[src/rtl/brc_pkg.sv]
package brc_pkg;
  localparam int unsigned CCR_W = 6;

  typedef struct packed {
    logic v;
    logic i;
    logic h;
    logic n;
    logic z;
    logic c;
  } ccr_t;

  // predicate pair index = cond[3:1]
  typedef enum logic [2:0] {
    PR_ALWAYS = 3'd0,
    PR_UGT    = 3'd1,
    PR_NC     = 3'd2,
    PR_NZ     = 3'd3,
    PR_ALT_A  = 3'd4,
    PR_PL     = 3'd5,
    PR_ALT_B  = 3'd6,
    PR_ALT_C  = 3'd7
  } pair_e;
endpackage

[src/rtl/brc_cond_eval.sv]
module brc_cond_eval
  import brc_pkg::*;
(
  input  logic [3:0] cond_i,
  input  logic       pfx_i,
  input  ccr_t       ccr_i,
  input  logic       irq_lvl_i,
  output logic       take_o
);
  localparam int unsigned NPAIR = 8;

  logic [NPAIR-1:0] pred;
  logic             n_eq_v;

  assign n_eq_v = ~(ccr_i.n ^ ccr_i.v);

  always_comb begin
    pred           = '0;
    pred[PR_ALWAYS] = 1'b1;
    pred[PR_UGT]    = ~ccr_i.c & ~ccr_i.z;
    pred[PR_NC]     = ~ccr_i.c;
    pred[PR_NZ]     = ~ccr_i.z;
    pred[PR_ALT_A]  = pfx_i ? ~ccr_i.h : ~ccr_i.v;
    pred[PR_PL]     = ~ccr_i.n;
    pred[PR_ALT_B]  = pfx_i ? ~ccr_i.i : (~ccr_i.z & n_eq_v);
    pred[PR_ALT_C]  = pfx_i ? ~irq_lvl_i : n_eq_v;
  end

  // odd codes are the complement of their even partner
  assign take_o = pred[cond_i[3:1]] ^ cond_i[0];
endmodule

[src/rtl/brc_target.sv]
module brc_target #(
  parameter int unsigned PC_W    = 16,
  parameter int unsigned OFS_W   = 8,
  parameter int unsigned OP_LEN  = 2,
  parameter int unsigned PFX_LEN = 1
) (
  input  logic [PC_W-1:0]  pc_i,
  input  logic             pfx_i,
  input  logic [OFS_W-1:0] ofs_i,
  input  logic             take_i,
  output logic [PC_W-1:0]  next_pc_o
);
  localparam logic [PC_W-1:0] STEP_S = PC_W'(OP_LEN);
  localparam logic [PC_W-1:0] STEP_P = PC_W'(OP_LEN + PFX_LEN);

  logic [PC_W-1:0] seq_pc;
  logic [PC_W-1:0] ofs_sx;

  assign seq_pc    = pc_i + (pfx_i ? STEP_P : STEP_S);
  assign ofs_sx    = {{(PC_W-OFS_W){ofs_i[OFS_W-1]}}, ofs_i};
  assign next_pc_o = take_i ? (seq_pc + ofs_sx) : seq_pc;
endmodule

[src/rtl/brc_resolve.sv]
module brc_resolve
  import brc_pkg::*;
#(
  parameter int unsigned PC_W  = 16,
  parameter int unsigned OFS_W = 8
) (
  input  logic             clk_i,
  input  logic             rst_ni,
  input  logic             valid_i,
  input  logic [PC_W-1:0]  pc_i,
  input  logic [3:0]       cond_i,
  input  logic             pfx_i,
  input  logic [OFS_W-1:0] ofs_i,
  input  logic [CCR_W-1:0] ccr_i,
  input  logic             irq_lvl_i,
  output logic             valid_o,
  output logic             taken_o,
  output logic [PC_W-1:0]  next_pc_o
);
  logic            take_d;
  logic [PC_W-1:0] npc_d;

  brc_cond_eval u_cond (
    .cond_i    (cond_i),
    .pfx_i     (pfx_i),
    .ccr_i     (ccr_t'(ccr_i)),
    .irq_lvl_i (irq_lvl_i),
    .take_o    (take_d)
  );

  brc_target #(
    .PC_W  (PC_W),
    .OFS_W (OFS_W)
  ) u_tgt (
    .pc_i      (pc_i),
    .pfx_i     (pfx_i),
    .ofs_i     (ofs_i),
    .take_i    (take_d),
    .next_pc_o (npc_d)
  );

  always_ff @(posedge clk_i or negedge rst_ni) begin
    if (!rst_ni) begin
      valid_o   <= 1'b0;
      taken_o   <= 1'b0;
      next_pc_o <= '0;
    end else begin
      valid_o <= valid_i;
      if (valid_i) begin
        taken_o   <= take_d;
        next_pc_o <= npc_d;
      end
    end
  end
endmodule

[config.mk]
export PLATFORM = sky130hd
export DESIGN_NAME = brc_resolve
export DESIGN_NICKNAME = d
export VERILOG_FILES = /design/src/rtl/brc_pkg.sv /design/src/rtl/brc_cond_eval.sv /design/src/rtl/brc_target.sv /design/src/rtl/brc_resolve.sv
export SDC_FILE = /design/constraint.sdc
export NUM_CORES = 1
export LEC_CHECK = 0
export ABC_AREA = 1
export CORE_ASPECT_RATIO = 1.25
export CORE_MARGIN = 2
export CORE_UTILIZATION = 50
export CTS_CLUSTER_DIAMETER = 100
export CTS_CLUSTER_SIZE = 24
export DETAILED_ROUTE_END_ITERATION = 8
export MAX_ROUTING_LAYER = met4
export PLACE_DENSITY = 0.89
export SLEW_MARGIN = 10
export SYNTH_ARGS = -nofsm -noshare
export SYNTH_HDL_FRONTEND = slang
export SYNTH_SLANG_ARGS = --single-unit
[constraint.sdc]
create_clock -name clk_i -period 0.8 [get_ports clk_i]
set_clock_uncertainty 0.05 [all_clocks]
set_input_delay 0.12 -clock clk_i [delete_from_list [all_inputs] [get_ports clk_i]]
set_output_delay 0.12 -clock clk_i [all_outputs]
set_load 0.03 [all_outputs]
==> run_results.csv, run 1 <==
group,metric,value,unit
yosys,ys_warn_count,0,
clock_tree,cts.sink_count,18,
clock_tree,cts_root_buf,"clkbuf_8",
yosys,avgSynthCellArea,6.412,um^2
placement,dp_cells,525,
global_route,grt_max_degree,19,
sta,worst_endpoint_kind,"register input",
placement,globalplace.congestion,0.9294,
yosys,synth_area_leaders,"nand2_1 20%, dfrtp_1 20%, ha_1 11%",
floorplanning,die_h,79.97,um
clock_tree,cts_buffer_depth,2,
placement,dpl.hpwl,5415,um
yosys,synth.top_cell.area_share,20.00,%
yosys,syn_nets,420,
sta,crit_endpoint,"next_pc_o[13]$_DFFE_PN0P_/D",
yosys,synth_top_flop_cell,"dfrtp_1",
yosys,postSynthCellCount,360,
floorplanning,start_util,52.16,%
yosys,synth_cell_types,35,
outcome,outcome,"aborted with a tool error",
floorplanning,rows,27,
yosys,ys_ff_latch,18,
yosys,syn_area,0.002308,mm^2
clock_tree,ctsHoldBuffers,0,
outcome,error,"[ERROR DPL-0038] Utilization greater than 100%, impossible to legalize",
floorplanning,die_w,64.78,um
yosys,ys_seq_area_share,19.51,%
yosys,synth_edf_count,0,
floorplanning,io_pins,57,
yosys,yosysTopAreaCell,"nand2_1",
clock_tree,numCtsBuffers,3,
yosys,synthArstFlopShare,100.0,%
clock_tree,htree_levels,1,
outcome,stop_stage,"5_1_grt",
placement,port_buffers,56,
-- cells by family after synthesis --
logic type / synth area share, %
simple gates: 38.64
buf+inv: 10.14
compound gates: 12.47
fa+ha+maj: 11.71
flops: 19.51
xor+xnor: 7.534
-- cells in the mapped netlist, types with 5 or more instances --
library cell and number:
nor2_1 23, nand2_1 123, a21oi_1 15, nand3_1 29, o21ai_0 12, a21oi_2 6, xor2_1 11, inv_1 46
dfrtp_1 18, xnor2_1 7, ha_1 20, o21ai_1 5
-- metrics by stage --
step	cell area [um^2]	setup slack, ns	setup TNS (ns)
global placement	3447	-2.211	-30.58
detailed placement	3447	-2.262	-31.46
CTS	4043	-1.375	-21.11
floorplan	2452	-1.381	-17.62
-- timing repair --
action / in CTS
cloned: 2
setup endpoints to repair: 35
pin swaps: 38
resized for setup: 139
setup buffers: 17
==> run 2, diff against run 1 <==
CORE_ASPECT_RATIO = default   (was 1.25)
CORE_UTILIZATION = 35   (was 50)
CTS_CLUSTER_DIAMETER = default   (was 100)
CTS_CLUSTER_SIZE = default   (was 24)
MAX_ROUTING_LAYER = default   (was met4)
PLACE_DENSITY = default   (was 0.89)
PLACE_DENSITY_LB_ADDON = 0.15   (was default)
==> run 2 against run 1 <==
The flow now finishes, with violations (negative setup slack). Synthesized cell count unchanged. Synthesized area unchanged.
==> run_results.csv, run 2 <==
group,metric,value,unit
outcome,outcome,"complete, but fails checks",
outcome,violations,"negative setup slack",
global_route,grt_pass1_wl,12830,um
floorplanning,io_pins,57,
sta,fmax,0.4690,GHz
layout,mostFrequentLayoutCells,"86 x nand2_1, 77 x buf_4, 37 x buf_6",
sta,setup_ws,-1.332,ns
clock_tree,htree_levels,1,
clock_tree,cts.clk_slew.worst_paths,0.07,ns
yosys,ys_seq_area_share,19.51,%
yosys,synth_area_leaders,"nand2_1 20%, dfrtp_1 20%, ha_1 11%",
worst_setup_path,crit_fanout,5,
sta,fin_tns_setup,-20.36,ns
layout,utilization,73.91,%
layout,fillCellCount,483,
layout,largest_reg_flops,16,
yosys,synth_cell_types,35,
yosys,ys_top_cells_by_count,"123 x nand2_1, 46 x inv_1, 29 x nand3_1, 23 x nor2_1, 20 x ha_1",
layout,drive_gt1_share,57.59,%
yosys,synth.top_cell.area_share,20.00,%
sta,drv_slew,0,
detailed_routing,first_iter_violations,143,
floorplanning,die_area,0.007262,mm^2
clock_tree,numCtsBuffers,3,
worst_setup_path,path_class,"in -> reg",
detailed_routing,routed_via_density,4.826,
placement,pre_cts_ws,-2.346,ns
worst_setup_path,crit_chain,"buf_8, ha_4, inv_2, ha_4, nor2_4, nand2_4, nor2_4, nand2_2, o21ai_2, inv_2, ha_4, nand2_4, nor2_4, and2_4, nand2_4, nand2_1, nand2_1, nand3_1, nand2_1, nand2_1, nand2_1",
detailed_routing,route.detailed.drc,0,
clock_tree,worstSkewPairLatency,0.25,ns
sta,setup_viol,35,
floorplanning,rows,29,
layout,regMostFlops,"next_pc_o",
global_route,overflow,0,
yosys,synth_top_flop_cell,"dfrtp_1",
sta,worstMarginPinSlew,0.3100,ns
yosys,yosysMostFrequentCell,"nand2_1",
yosys,postSynthCellCount,360,
detailed_routing,firstDrtPassIters,4,
yosys,syn_nets,420,
worst_setup_path,critPathCaptureType,"flop",
flow_run,drv_cap,0,
layout,final_common_cell,"nand2_1",
clock_tree,ctsHoldBuffers,0,
floorplanning,die_w,85.22,um
floorplanning,core_area,0.006350,mm^2
worst_hold_path,hp-class,"in -> async",
layout,antennaDiodeCount,0,
detailed_routing,wl,8081,um
yosys,yosysTopAreaCell,"nand2_1",
yosys,synth_edf_count,0,
worst_setup_path,crit_start,"pfx_i",
global_route,antenna_found_initial,0,
clock_tree,cts_buffer_depth,2,
worst_setup_path,arrival,2.23,ns
power,p_leak,2.251,nW
yosys,ys_ff_latch,18,
placement,dp_cells,545,
detailed_routing,wl_per_cell,13.67,um
worst_setup_path,start_kind,"input pin",
clock_tree,cts.sink_count,18,
sta,grt_setup_unrepaired,"yes",
global_route,grt_pass1_vias,2746,
worst_setup_path,path_common_cell,"nand2_1",
placement,port_buffers,56,
power,peakVddDrop,1.472,mV
floorplanning,die_h,85.22,um
layout,instances_no_fill,591,
sta,finalHoldViolCount,0,
yosys,avgSynthCellArea,6.412,um^2
power,power.density,1275,mW/mm^2
placement,dpl.hpwl,5398,um
layout,syn_to_final_growth,103.3,%
placement,globalplace.congestion,0.8837,
sta,period_share,266.5,%
detailed_routing,drt.antenna.violating_nets,0,
yosys,ys_warn_count,0,
sta,holdWs,0.1491,ns
worst_setup_path,critical-path-max-stage-delay,0.32,ns
clock_tree,cts_root_buf,"clkbuf_8",
layout,nets,575,
worst_setup_path,timing.rr.start,"next_pc_o[14]$_DFFE_PN0P_",
floorplanning,start_util,36.35,%
yosys,synthArstFlopShare,100.0,%
sta,slew_headroom,79.34,%
worst_setup_path,crit_required,0.89,ns
global_route,grt_max_degree,19,
yosys,syn_area,0.002308,mm^2
sta,layout_min_cycle_time,2.132,ns
global_route,grt_usage,21.67,%
worst_setup_path,critPathSlowestCell,"ha_4",
detailed_routing,vias,2852,
layout,top_regs,"next_pc_o: 16 flops, taken_o: 1 flops, valid_o: 1 flops",
clock_tree,cts_tree,"built",
run 2: cell counts after synthesis:
Identical to the previous run, type by type.
run 2: area by class of cell:
class | count | area, um^2 | share of cell area (%)
Sequential cell | 18 | 450.4 | 9.597
Tap cell | 77 | 96.34 | 2.053
Multi-Input combinational cell | 287 | 2519 | 53.67
Timing Repair Buffer | 153 | 1373 | 29.25
Clock buffer | 4 | 55.05 | 1.173
Inverter | 52 | 200.2 | 4.266
run 2: cell families (layout without fill, tap and decap cells):
group,count (synthesis),count (layout),synth area share [%]
AO/OA/AOI/OAI,46,46,12.47
buffers and inverters,57,209,10.14
AND/OR/NAND/NOR,199,201,38.64
flip-flops,18,18,19.51
adder cells (fa/ha/maj),21,21,11.71
XOR/XNOR,19,19,7.534
run 2: routing by layer:
metal,vias up,global-route usage [%],wire [um]
li1,1453,-,-
met2,78,38.35,4026
met1,1309,27.38,3534
met5,-,0,0
met4,0,7.504,201
met3,12,2.043,319
run 2: final timing paths:
path                                        endpoint  slack (ns)  cells after the start
min in group clk_i          next_pc_o[0]$_DFFE_PN0P_        0.23                      4
min                                valid_o$_DFF_PN0_        0.15                      2
max                        next_pc_o[14]$_DFFE_PN0P_       -1.33                     21
max reg2reg                next_pc_o[14]$_DFFE_PN0P_       -0.10                      4
min reg2reg                 next_pc_o[2]$_DFFE_PN0P_        0.45                      2
max in group asynchronous   next_pc_o[4]$_DFFE_PN0P_        0.42                      2
run 2: critical path, delay by kind of cell:
kind,cells,cell delay [ns]
simple gates,14,1.18
fa+ha+maj,3,0.61
compound gates,1,0.14
buf+inv,3,0.18
run 2: power breakdown:
part	total [mW]	switching (mW)	internal, mW
clock	0.735	0.299	0.437
sequential	1.19	0.117	1.07
combinational	4.06	2.08	1.98
run 2: repair_timing:
| item | CTS | global route |
|---|---|---|
| gates cloned | 2 | 0 |
| pin swaps | 95 | 59 |
| gates resized for setup | 190 | 69 |
| hold endpoints to repair | 0 | 0 |
| setup buffers | 24 | 18 |
| endpoints found under the setup margin | 35 | 35 |
run 2: through the flow:
stage          total power [mW]  cell area (um^2)
2_1_floorplan             2.784              2452
3_3_place_gp              3.861              3478
3_5_place_dp              3.900              3478
4_1_cts                   5.513              4347
5_1_grt                   6.327              4693
6_report                  5.984              4693
Note: power is estimated with default switching activity, not from simulation.
==> run 3, diff against run 2 <==
HOLD_SLACK_MARGIN = 0.06   (was default)
SETUP_SLACK_MARGIN = 0.2   (was default)
==> run 3 against run 2 <==
Non-clock buffer count shrank 9. Global-route usage shrank 0.65 points. The flow still finishes with violations (negative setup slack). Critical endpoint unchanged. Core utilization shrank 3.6 points. Sequential power is essentially flat. Wire length shrank 6.5%. Sequential share of layout area grew 0.96 points. Cell count shrank 1.7%.
==> run_results.csv, run 3 (synthesis results as in run 2) <==
group,metric,value,unit
sta,slew_headroom,81.50,%
worst_setup_path,arrival,2.20,ns
layout,fillCellCount,518,
worst_hold_path,hp-class,"in -> async",
power,peakVddDrop,1.419,mV
power,comb_power_share,65.8,%
worst_setup_path,timing.rr.start,"next_pc_o[5]$_DFFE_PN0P_",
worst_setup_path,critPathCaptureType,"flop",
detailed_routing,firstDrtPassIters,7,
worst_setup_path,reg2reg_slack,0,ns
layout,fin_area,0.004467,mm^2
sta,drv_slew,0,
floorplanning,start_util,36.35,%
sta,grt_setup_unrepaired,"yes",
detailed_routing,vias,2791,
global_route,grt_pass1_vias,2811,
placement,dpl-instance-area,0.003520,mm^2
detailed_routing,drt.antenna.violating_nets,0,
floorplanning,core_area,0.006350,mm^2
global_route,grt_max_degree,19,
detailed_routing,wl,7555,um
sta,fin_tns_setup,-20.86,ns
placement,globalplace.congestion,0.8570,
detailed_routing,wl_per_cell,13.00,um
power,intPower,3.354,mW
sta,setup_ws,-1.306,ns
flow_run,drv_cap,0,
sta,setup_viol,35,
sta,holdWs,0.1507,ns
outcome,violations,"negative setup slack",
detailed_routing,route.detailed.drc,0,
power,switchingPower,2.329,mW
sta,fmax,0.4748,GHz
worst_setup_path,crit_required,0.89,ns
layout,regMostFlops,"next_pc_o",
worst_setup_path,r2r-end,"next_pc_o[5]$_DFFE_PN0P_",
sta,worstMarginPinSlew,0.2761,ns
layout,largest_reg_flops,16,
worst_setup_path,path_class,"in -> reg",
power,p_leak,2.156,nW
placement,port_buffers,56,
floorplanning,io_pins,57,
power,swShare,40.98,%
layout,nets,565,
detailed_routing,routed_via_density,4.804,
clock_tree,cts_buffer_depth,2,
global_route,grt_pass1_wl,12630,um
layout,top_regs,"next_pc_o: 16 flops, taken_o: 1 flops, valid_o: 1 flops",
clock_tree,cts_tree,"built",
clock_tree,cts.sink_count,18,
clock_tree,cts.clk_slew.worst_paths,0.07,ns
outcome,outcome,"complete, but fails checks",
worst_setup_path,crit_fanout,5,
power,clkPwrFrac,12.9,%
clock_tree,ctsHoldBuffers,0,
floorplanning,die_h,85.22,um
sta,finalHoldViolCount,0,
sta,layout_min_cycle_time,2.106,ns
layout,syn_to_final_growth,93.50,%
layout,multiInputGateArea,0.002328,mm^2
layout,mostFrequentLayoutCells,"87 x nand2_1, 71 x buf_4, 32 x buf_6",
clock_tree,numCtsBuffers,3,
power,p_seq_share,21.4,%
layout,drive_gt1_share,57.74,%
clock_tree,worstSkewPairLatency,0.25,ns
clock_tree,cts_root_buf,"clkbuf_8",
worst_setup_path,ff2ff_path_depth,3,
layout,antennaDiodeCount,0,
worst_setup_path,start_kind,"input pin",
floorplanning,die_area,0.007262,mm^2
placement,dpl.hpwl,5469,um
global_route,overflow,0,
detailed_routing,first_iter_violations,86,
floorplanning,die_w,85.22,um
worst_setup_path,crit_start,"pfx_i",
power,power.density,1272,mW/mm^2
layout,final_common_cell,"nand2_1",
floorplanning,rows,29,
global_route,grt_usage,21.02,%
layout,regArea,471.7,um^2
clock_tree,htree_levels,1,
sta,period_share,263.3,%
global_route,antenna_found_initial,0,
## run 3: worst max-delay path by stage
stage,end,slack [ns],cells past startpoint
floorplan,next_pc_o[13]$_DFFE_PN0P_,-1.38,20
finish,next_pc_o[14]$_DFFE_PN0P_,-1.31,21
global route,next_pc_o[15]$_DFFE_PN0P_,-1.46,20
global placement,next_pc_o[14]$_DFFE_PN0P_,-2.29,21
CTS,next_pc_o[15]$_DFFE_PN0P_,-1.30,20
detailed placement,next_pc_o[14]$_DFFE_PN0P_,-2.35,21
## run 3: metrics by stage
| step | cells | utilization [%] | worst slack [ns] | total power, mW |
|---|---|---|---|---|
| finish | 581 | 70.34 | -1.306 | 5.683 |
| global placement | 546 | 55.43 | -2.295 | 3.900 |
| global route | 581 | 70.34 | -1.460 | 6.054 |
| detailed placement | 546 | 55.43 | -2.348 | 3.944 |
| floorplan | 360 | - | -1.381 | 2.818 |
| CTS | 575 | 68.08 | -1.304 | 5.459 |
## run 3: critical path: stages
cell,delay (ns)
buf_8,0.08
ha_4,0.13
inv_2,0.04
ha_4,0.15
nor2_4,0.09
nand2_4,0.07
nor2_4,0.13
nand2_2,0.08
o21ai_2,0.14
inv_1,0.09
ha_4,0.33
nand2_4,0.09
nor2_4,0.12
and2_4,0.16
nand2_4,0.05
nand2_1,0.05
nand2_1,0.04
nand3_1,0.07
nand2_1,0.06
nand2_1,0.06
nand2_1,0.04
## run 3: cell type report
cell class              count  area share (%)
clock buffers               4           1.232
inverters                  52           4.370
multi-input cells         286           52.13
flip-flops and latches     18           10.56
well taps                  77           2.157
repair buffers            144           29.55
## run 3: layer usage
metal  wire length (um)  up-vias  track usage [%]  share of wire (%)
met1               3430     1277            27.28                 45
met5                  0        -                0                  0
li1                   -     1433                -                  -
met2               3742       69            38.07                 50
met3                271       12            1.654                3.6
met4                112        0            4.329                1.5
## run 3: timing repair
action                                 4_1_cts  5_1_grt
endpoints found under the hold margin        0        0
pin swaps                                   84       50
buffers inserted                            24        6
gates resized for setup                    197       30
setup endpoints to repair                   36       35
cloned                                       1        0
## run 3: power by group through the flow
stage / sequential (mW) / clock (mW) / combinational [mW]
floorplan: 1.53 / 0 / 1.29
global placement: 1.19 / 0 / 2.70
detailed placement: 1.20 / 0 / 2.74
CTS: 1.21 / 0.748 / 3.50
global route: 1.24 / 0.796 / 4.02
finish: 1.21 / 0.733 / 3.74
